--- src/rtl/lbus_pkg.sv ---
package lbus_pkg;

    typedef enum logic [1:0] {
        ST_IDLE = 2'd0,
        ST_ADDR = 2'd1,
        ST_XFER = 2'd2
    } seq_state_e;

    localparam logic [2:0] CT_CODE_RD = 3'b100;
    localparam logic [2:0] CT_MEM_RD  = 3'b110;

    function automatic logic burst_capable(input logic [2:0] ctype);
        return (ctype == CT_CODE_RD) || (ctype == CT_MEM_RD);
    endfunction

endpackage

--- src/rtl/lbus_lane_parity.sv ---
module lbus_lane_parity #(
    parameter int DATA_W = 32,
    localparam int LANES = DATA_W / 8
) (
    input  logic [DATA_W-1:0] word_i,
    output logic [LANES-1:0]  par_o
);

    for (genvar g = 0; g < LANES; g++) begin : g_lane
        assign par_o[g] = ^word_i[8*g +: 8];
    end

endmodule

--- src/rtl/lbus_seq_core.sv ---
module lbus_seq_core
    import lbus_pkg::*;
#(
    parameter int ADDR_W    = 32,
    parameter int DATA_W    = 32,
    parameter int MAX_BEATS = 4,
    localparam int OFS_W    = $clog2(DATA_W / 8),
    localparam int WORD_W   = ADDR_W - OFS_W
) (
    input  logic              clk,
    input  logic              rst_n,
    input  logic              req_valid,
    input  logic [2:0]        req_type,
    input  logic [WORD_W-1:0] req_addr,
    input  logic [DATA_W-1:0] req_wdata,
    input  logic              req_burst,
    output logic              req_ready,
    output logic              ads_n,
    output logic [2:0]        cyc_type,
    output logic [WORD_W-1:0] word_o,
    output logic [DATA_W-1:0] wdata_o,
    output logic              data_oe,
    input  logic [DATA_W-1:0] data_i,
    input  logic              par_bad_i,
    input  logic              rdy_n,
    input  logic              brdy_n,
    output logic              rd_valid,
    output logic [DATA_W-1:0] rd_data,
    output logic              rd_perr,
    output logic              cyc_done
);

    localparam int BEAT_W = (MAX_BEATS > 1) ? $clog2(MAX_BEATS) : 1;
    localparam logic [BEAT_W-1:0] LAST_BEAT = BEAT_W'(MAX_BEATS - 1);

    typedef struct packed {
        seq_state_e        st;
        logic [2:0]        ctype;
        logic [WORD_W-1:0] word;
        logic [DATA_W-1:0] wdata;
        logic              burst;
        logic [BEAT_W-1:0] beat;
        logic              rvalid;
        logic [DATA_W-1:0] rdata;
        logic              perr;
        logic              done;
    } seq_regs_t;

    seq_regs_t r_q, r_d;
    logic      accept_c;
    logic      term_c;
    logic      xfer_c;

    always_comb begin
        r_d        = r_q;
        r_d.rvalid = 1'b0;
        r_d.perr   = 1'b0;
        r_d.done   = 1'b0;
        accept_c   = 1'b0;
        term_c     = 1'b0;
        xfer_c     = 1'b0;

        case (r_q.st)
            ST_IDLE: accept_c = req_valid;
            ST_ADDR: r_d.st = ST_XFER;
            ST_XFER: begin
                xfer_c = !rdy_n || !brdy_n;
                if (xfer_c) begin
                    if (!r_q.ctype[0]) begin
                        r_d.rvalid = 1'b1;
                        r_d.rdata  = data_i;
                        r_d.perr   = par_bad_i;
                    end
                    if (!rdy_n || !r_q.burst || (r_q.beat == LAST_BEAT)) begin
                        term_c   = 1'b1;
                        r_d.done = 1'b1;
                        r_d.st   = ST_IDLE;
                        accept_c = req_valid;
                    end else begin
                        r_d.beat = r_q.beat + 1'b1;
                        r_d.word = r_q.word + 1'b1;
                    end
                end
            end
            default: r_d.st = ST_IDLE;
        endcase

        if (accept_c) begin
            r_d.st    = ST_ADDR;
            r_d.ctype = req_type;
            r_d.word  = req_addr;
            r_d.wdata = req_wdata;
            r_d.burst = req_burst && burst_capable(req_type);
            r_d.beat  = '0;
        end
    end

    always_ff @(posedge clk or negedge rst_n) begin
        if (!rst_n) begin
            r_q <= '{st: ST_IDLE, default: '0};
        end else begin
            r_q <= r_d;
        end
    end

    assign req_ready = (r_q.st == ST_IDLE) || term_c;
    assign ads_n     = (r_q.st != ST_ADDR);
    assign cyc_type  = r_q.ctype;
    assign word_o    = r_q.word;
    assign data_oe   = (r_q.st == ST_XFER) && r_q.ctype[0];
    assign wdata_o   = data_oe ? r_q.wdata : '0;
    assign rd_valid  = r_q.rvalid;
    assign rd_data   = r_q.rdata;
    assign rd_perr   = r_q.perr;
    assign cyc_done  = r_q.done;

endmodule

--- src/rtl/lbus_seq.sv ---
module lbus_seq #(
    parameter int ADDR_W    = 32,
    parameter int DATA_W    = 32,
    parameter int MAX_BEATS = 4
) (
    input  logic                                 clk,
    input  logic                                 rst_n,
    input  logic                                 req_valid,
    input  logic [2:0]                           req_type,
    input  logic [ADDR_W-1:$clog2(DATA_W/8)]     req_addr,
    input  logic [DATA_W-1:0]                    req_wdata,
    input  logic                                 req_burst,
    output logic                                 req_ready,
    output logic                                 pend_o,
    output logic                                 ads_n,
    output logic                                 mio_o,
    output logic                                 dc_o,
    output logic                                 wr_o,
    output logic [ADDR_W-1:$clog2(DATA_W/8)]     addr_o,
    output logic [DATA_W-1:0]                    data_o,
    output logic                                 data_oe,
    output logic [DATA_W/8-1:0]                  par_o,
    input  logic [DATA_W-1:0]                    data_i,
    input  logic [DATA_W/8-1:0]                  par_i,
    input  logic                                 rdy_n,
    input  logic                                 brdy_n,
    output logic                                 rd_valid,
    output logic [DATA_W-1:0]                    rd_data,
    output logic                                 rd_perr,
    output logic                                 cyc_done
);

    localparam int LANES = DATA_W / 8;

    logic [2:0]       cyc_type;
    logic [LANES-1:0] wpar;
    logic [LANES-1:0] rpar;
    logic             par_bad;

    lbus_seq_core #(
        .ADDR_W   (ADDR_W),
        .DATA_W   (DATA_W),
        .MAX_BEATS(MAX_BEATS)
    ) core_i (
        .clk      (clk),
        .rst_n    (rst_n),
        .req_valid(req_valid),
        .req_type (req_type),
        .req_addr (req_addr),
        .req_wdata(req_wdata),
        .req_burst(req_burst),
        .req_ready(req_ready),
        .ads_n    (ads_n),
        .cyc_type (cyc_type),
        .word_o   (addr_o),
        .wdata_o  (data_o),
        .data_oe  (data_oe),
        .data_i   (data_i),
        .par_bad_i(par_bad),
        .rdy_n    (rdy_n),
        .brdy_n   (brdy_n),
        .rd_valid (rd_valid),
        .rd_data  (rd_data),
        .rd_perr  (rd_perr),
        .cyc_done (cyc_done)
    );

    lbus_lane_parity #(.DATA_W(DATA_W)) wpar_i (
        .word_i(data_o),
        .par_o (wpar)
    );

    lbus_lane_parity #(.DATA_W(DATA_W)) rpar_i (
        .word_i(data_i),
        .par_o (rpar)
    );

    assign par_bad = |(rpar ^ par_i);
    assign par_o   = data_oe ? wpar : '0;
    assign mio_o   = cyc_type[2];
    assign dc_o    = cyc_type[1];
    assign wr_o    = cyc_type[0];
    assign pend_o  = req_valid;

endmodule

--- config.mk ---
export PLATFORM = sky130hd
export DESIGN_NAME = lbus_seq
export DESIGN_NICKNAME = d
export VERILOG_FILES = /design/src/rtl/lbus_pkg.sv /design/src/rtl/lbus_lane_parity.sv /design/src/rtl/lbus_seq_core.sv /design/src/rtl/lbus_seq.sv
export SDC_FILE = /design/constraint.sdc
export NUM_CORES = 1
export LEC_CHECK = 0
export ABC_CLOCK_PERIOD_IN_PS = 3700
export BUFFER_PORTS_ARGS = -buffer_cell sky130_fd_sc_hd__clkbuf_2
export CORE_MARGIN = 10
export CORE_UTILIZATION = 54
export CTS_CLUSTER_DIAMETER = 100
export DETAILED_ROUTE_END_ITERATION = 10
export PLACE_DENSITY = 0.9
export RECOVER_POWER = 50
export SETUP_SLACK_MARGIN = 0.4
export SYNTH_ARGS = -nofsm -noshare
export SYNTH_HDL_FRONTEND = slang
export SYNTH_HIERARCHICAL = 1
export SYNTH_SLANG_ARGS = --single-unit
--- constraint.sdc ---
create_clock -name clk -period 3.7 [get_ports clk]
set_input_delay 0.555 -clock clk [delete_from_list [all_inputs] [get_ports clk]]
set_output_delay 0.555 -clock clk [all_outputs]
set_load 0.01 [all_outputs]
# Word level (Yosys, flattened, before mapping)
# Index checks and enable logic that the tools add are counted.
# totals
register_bits	105
in_bits	107
out_inout_bits	108
# op_classes
add_sub_neg	2
eq_ne	10
n_mux	19
bitwise	2
reduce_logical	25
# op_table
cell	n
30-bit 2-to-1 mux	3
37-bit 2-to-1 mux	2
70-bit 2-to-1 mux	1
8-bit parity	8
34-bit 2-to-1 mux	1
32-bit 2-to-1 mux	1
30-bit by 1-bit adder with 30-bit output, second input constant	1
3-bit AND reduction	3
3-bit == test, second input constant	2
2-bit 2-to-1 mux	3
2-bit by 1-bit != test with 1-bit output, second input constant	3
3-bit by 1-bit != test with 1-bit output, second input constant	2
2-bit case mux with 3 select lines	1
1-bit logical OR	5
1-bit 2-to-1 mux	5
2-bit == test, second input constant	2
4-bit 2-to-1 mux	1
2-bit nonzero test	2
4-bit OR reduction	1
4-bit XOR	1
1-bit logical NOT	3
2-bit by 1-bit adder with 2-bit output, second input constant	1
2-bit by 1-bit == test with 1-bit output, second input constant	1
1-bit logical AND	2
3 further kinds	3

# Longest topological paths before layout
# logic_depth
ltp_word	8
ltp_mapped	10
mapped_depth_nobuf	7

# Modules after synthesis
# The synthesis kept the hierarchy.
# by_module_without_submodules
mod	instances	cells_each	area_per_inst_um2
lbus_seq_core	1	608	5263.8
lbus_lane_parity	2	28	245.2
lbus_seq	1	10	73.8

# Least setup slack after synthesis
# No wires, ideal clock.
# synth_path
path_type	register -> output
start	register core_i/r_q[103] (netlist name)
end	output par_o[2]
t_arrival_ps	1995
path_slack_ps	1150
path_stages_with_launch	9
path_buffers	1
path_cell_list	dfrtp_1 -> nand2b_1 -> nor2_1 -> clkbuf_1 -> and2_1 -> xor2_1 -> xnor2_1 -> xnor2_1 -> and2_1
# synth_between
elab_chain_cells	5
# synth_lines
item	line_no	rtl
start: declaration	lbus_seq_core.sv:49	seq_regs_t r_q, r_d;
start signal: assignment	lbus_seq_core.sv:102	r_q <= r_d;
2-bit == test	lbus_seq_core.sv:110	assign data_oe = (r_q.st == ST_XFER) && r_q.ctype[0];
1-bit logical AND	lbus_seq_core.sv:110	
net data_oe	lbus_seq.sv:21	output logic data_oe,
32-bit 2-to-1 mux	lbus_seq_core.sv:111	assign wdata_o = data_oe ? r_q.wdata : '0;
net data_o[22]	lbus_seq.sv:20	output logic [DATA_W-1:0] data_o,
8-bit parity	lbus_lane_parity.sv:10	assign par_o[g] = ^word_i[8*g +: 8];
net wpar[2]	lbus_seq.sv:36	logic [LANES-1:0] wpar;
4-bit 2-to-1 mux	lbus_seq.sv:79	assign par_o = data_oe ? wpar : '0;
end: declaration	lbus_seq.sv:22	output logic [DATA_W/8-1:0] par_o,
# The timed path passes the listed nets, and every way through them passes these cells.

# Worst setup path in the final report
# layout_path
start	register core_i/r_q[103] (netlist name)
end	output par_o[1]
# layout_between
elab_chain_cells	5
# layout_lines
item	line_no
2-bit == test	lbus_seq_core.sv:110
1-bit logical AND	lbus_seq_core.sv:110
32-bit 2-to-1 mux	lbus_seq_core.sv:111
8-bit parity	lbus_lane_parity.sv:10
net wpar[1]	lbus_seq.sv:36
4-bit 2-to-1 mux	lbus_seq.sv:79
# The timed path passes the listed nets, and every way through them passes these cells.

==> run_results.csv <==
group,metric,value,unit
run_status,status,"finished with violations",
run_status,failed_checks,"max-capacitance violations, max-slew violations",
floorplan,boundaryPins,215,
placed_design,dpl.hpwl,11600,um
layout,synthToLayoutAreaGrowth,13.5,%
critical_path,worstSetupStartpoint,"core_i/r_q[103]$_DFFE_PN0P_",
routing,route.final.wire_length,14700,um
timing,setup-violations-final,0,
logic_synthesis,post_synthesis_cell_count,674,
logic_synthesis,yosys.area.top_type,"dfrtp_1",
clock_network,clock_sink_count,105,
critical_path,worst_r2r_endpoint,"core_i/cyc_type[0]$_DFFE_PN0P_",
logic_synthesis,netlist.area_leader.share,45.1,%
timing,min_period,2.94,ns
timing,fin_worst_skew,0.0163,ns
logic_synthesis,synth_top_flop_cell,"dfrtp_1",
timing,finalHoldViolCount,0,
routing,detail_route.drc_violations,0,
floorplan,start_util,56.0,%
critical_path,crit_path_start_kind,"register",
timing,finalMaxSlewViolations,80,
critical_path,regToRegSetupSlack,1.30,ns
logic_synthesis,synth.cell_area,0.00583,mm^2
floorplan,rows,37,
critical_path,r2r.worst_path.cells,7,
pwr,cellLeakagePower,3.32,nW
clock_network,tritoncts,"built",
layout,final_layout_size_suffix_gt1_share,22.7,%
logic_synthesis,synth_cell_types,42,
routing,drt_pass1_iterations,5,
logic_synthesis,async_reset_ff_share,100,%
clock_network,cts_buffers,9,
layout,finish.net_count,921,
critical_path,worst-endpoint-arrival,2.39,ns
critical_path,timing.critical_path.fanout_max,37,
clock_network,cts.clk_slew.worst_paths,0.10,ns
logic_synthesis,postSynthRegisterBits,105,
pwr,ir_drop,0.000363,V
timing,maximum_clock_frequency,340,MHz
pwr,totalPowerFinal,0.00335,W
critical_path,regToRegStartpoint,"core_i/r_q[35]$_DFFE_PN0P_",
clock_network,post_cts_repair_resize_count,0,
global_route,first_global_vias,4791,
critical_path,critPathCapture,"par_o[1]",
logic_synthesis,synth-warning-count,6,
global_route,global_route.usage.total,18.5,%
timing,maxSlewHeadroom,-27.5,%
pwr,cellPowerDensity,506,mW/mm^2
routing,initialDrtViolationCount,351,
global_route,grt_start_max_net_pins,80,
logic_synthesis,synth_area_leaders,"dfrtp_1 (45%), nand2_1 (15%), xnor2_1 (11%), buf_4 (8.5%), and2_1 (4.3%)",
timing,fin_tns_setup,0,ns
floorplan,core_area,0.0104,mm^2
timing,finalCritPeriodShare,79.6,%
placed_design,finalWeightedCongestion,0.812,
global_route,antenna_found_initial,0,
timing,worst_pin_slew,1.91,ns
clock_network,cts_setup_buffers,0,
floorplan,die_height,124,um
placed_design,placement.io_buffers,214,
timing,rsz_0062_raised_after_global_routing,"no",
layout,antenna_cells_inserted,0,
critical_path,worst-setup-path-type,"reg2out",
floorplan,die_w,124,um
logic_synthesis,number_of_enable_type_register_cells_in_the_synthesized_netlist,0,
clock_network,cts_max_level,3,
routing,via_per_inst,4.92,
global_route,first_pass_grt_wire_length,23100,um
routing,via_count,4683,
flow_run,maxCapViolations,1,
clock_network,cts.path.max_buffers,2,
clock_network,clk_root_buf,"clkbuf_8",
logic_synthesis,synth_fp_nets,783,
critical_path,crit_path_capture_type,"primary output",
floorplan,design.die.area,0.0153,mm^2
routing,ant_nets,0,
logic_synthesis,synth.avg_cell_area,8.65,um^2
min_path,hold_path_class,"in2reg",
global_route,grt_overflow_total,0,
logic_synthesis,yosysSeqAreaShare,45.1,%
clock_network,clk-insertion-delay-late,0.35,ns
clock_network,cts.hold.buffers_added,0,
routing,detail_route.wl_per_cell,15.4,um
critical_path,worstPathRequired,3.14,ns
worst min path at each step:
stage                               startpoint                            to  slack [ns]  cells after the start
detailed placement  core_i/r_q[63]$_DFFE_PN0P_    core_i/r_q[63]$_DFFE_PN0P_        0.45                      2
finish                            req_wdata[8]    core_i/r_q[46]$_DFFE_PN0P_        0.39                      3
floorplan                                rst_n     core_i/cyc_done$_DFF_PN0_        0.26                      0
global placement    core_i/r_q[50]$_DFFE_PN0P_    core_i/r_q[50]$_DFFE_PN0P_        0.45                      2
CTS                                      rst_n  core_i/word_o[9]$_DFFE_PN0P_        0.38                      1
global route                      req_wdata[9]    core_i/r_q[47]$_DFFE_PN0P_        0.38                      3
cell usage after synthesis, types with 4 or more instances:
cell      instances
and2_1           40
clkbuf_1         19
nand4_1          12
dfrtp_1         105
nand3_1           8
nand2_1         233
buf_2             7
nor3_1            5
inv_1             5
nor2_1           16
xor2_1           16
and3_1            4
xnor2_1          70
and4_1            7
o21ai_0          28
buf_4            66
power breakdown:
| group | internal [W] | switching, W | total, W |
|---|---|---|---|
| Combinational | 0.000404 | 0.000606 | 0.00101 |
| Clock | 0.000313 | 0.000368 | 0.000681 |
| Sequential | 0.00145 | 0.000209 | 0.00166 |
| Total | 0.00216 | 0.00118 | 0.00335 |
critical path, cell delays in order, from the launching register on:
cell and delay [ns]:
dfrtp_1 0.45, nand2b_1 0.20, nor2_1 0.09, buf_4 0.28, and2_1 0.24, xor2_1 0.22
xnor2_1 0.17, xnor2_1 0.13, and2_1 0.13, clkbuf_2 0.13
layer usage:
layer	share of wire (%)	GRT usage, %
met5	0	0
met4	2.3	6.19
met3	9.8	5.79
met2	49	31.7
met1	39	21.6
state kept, by name, summed over array words and instances (netlist names):
signal           count
core_i/cyc_done      1
core_i/word_o       30
core_i/rd_valid      1
core_i/cyc_type      3
core_i/rd_perr       1
core_i/r_q          37
core_i/rd_data      32
through the flow:
stage	setup slack, ns	cell area, um^2	util [%]	hold WS, ns	std cells
2_1_floorplan	1.15	5830	-	0.259	674
3_3_place_gp	1.17	6510	62.5	0.449	937
3_5_place_dp	1.09	6510	62.5	0.454	937
4_1_cts	0.745	6690	64.3	0.377	952
5_1_grt	0.578	6620	63.5	0.378	952
6_report	0.756	6620	63.5	0.391	952
cell families after synthesis:
family,count (synthesis),share of synthesized area (%)
AND/OR/NAND/NOR,340,26.5
flip-flops,105,45.1
buffers and inverters,101,11.0
XOR/XNOR,86,12.9
AO/OA/AOI/OAI,38,3.69
multiplexers,2,0.344
adder cells (fa/ha/maj),2,0.429
placed cells by master (no fill, tap or decap), types with 8 or more instances in the layout:
| master | instances |
|---|---|
| nand2_1 | 233 |
| clkbuf_2 | 162 |
| dfrtp_1 | 105 |
| xnor2_1 | 70 |
| clkbuf_1 | 56 |
| and2_1 | 40 |
| o21ai_0 | 28 |
| nor2_1 | 16 |
| xor2_1 | 16 |
| nand4_1 | 12 |
| clkbuf_8 | 9 |
| nand3_1 | 8 |
area by class of cell:
| cell class | instances | area, um^2 |
|---|---|---|
| clock buffers | 11 | 131 |
| clock inverters | 4 | 53.8 |
| fillers | 923 | 3800 |
| inverters | 7 | 26.3 |
| multi-input cells | 468 | 2560 |
| flip-flops and latches | 105 | 2630 |
| well taps | 136 | 170 |
| repair buffers | 221 | 1050 |
No activity file was read; power rests on OpenSTA's default activity.
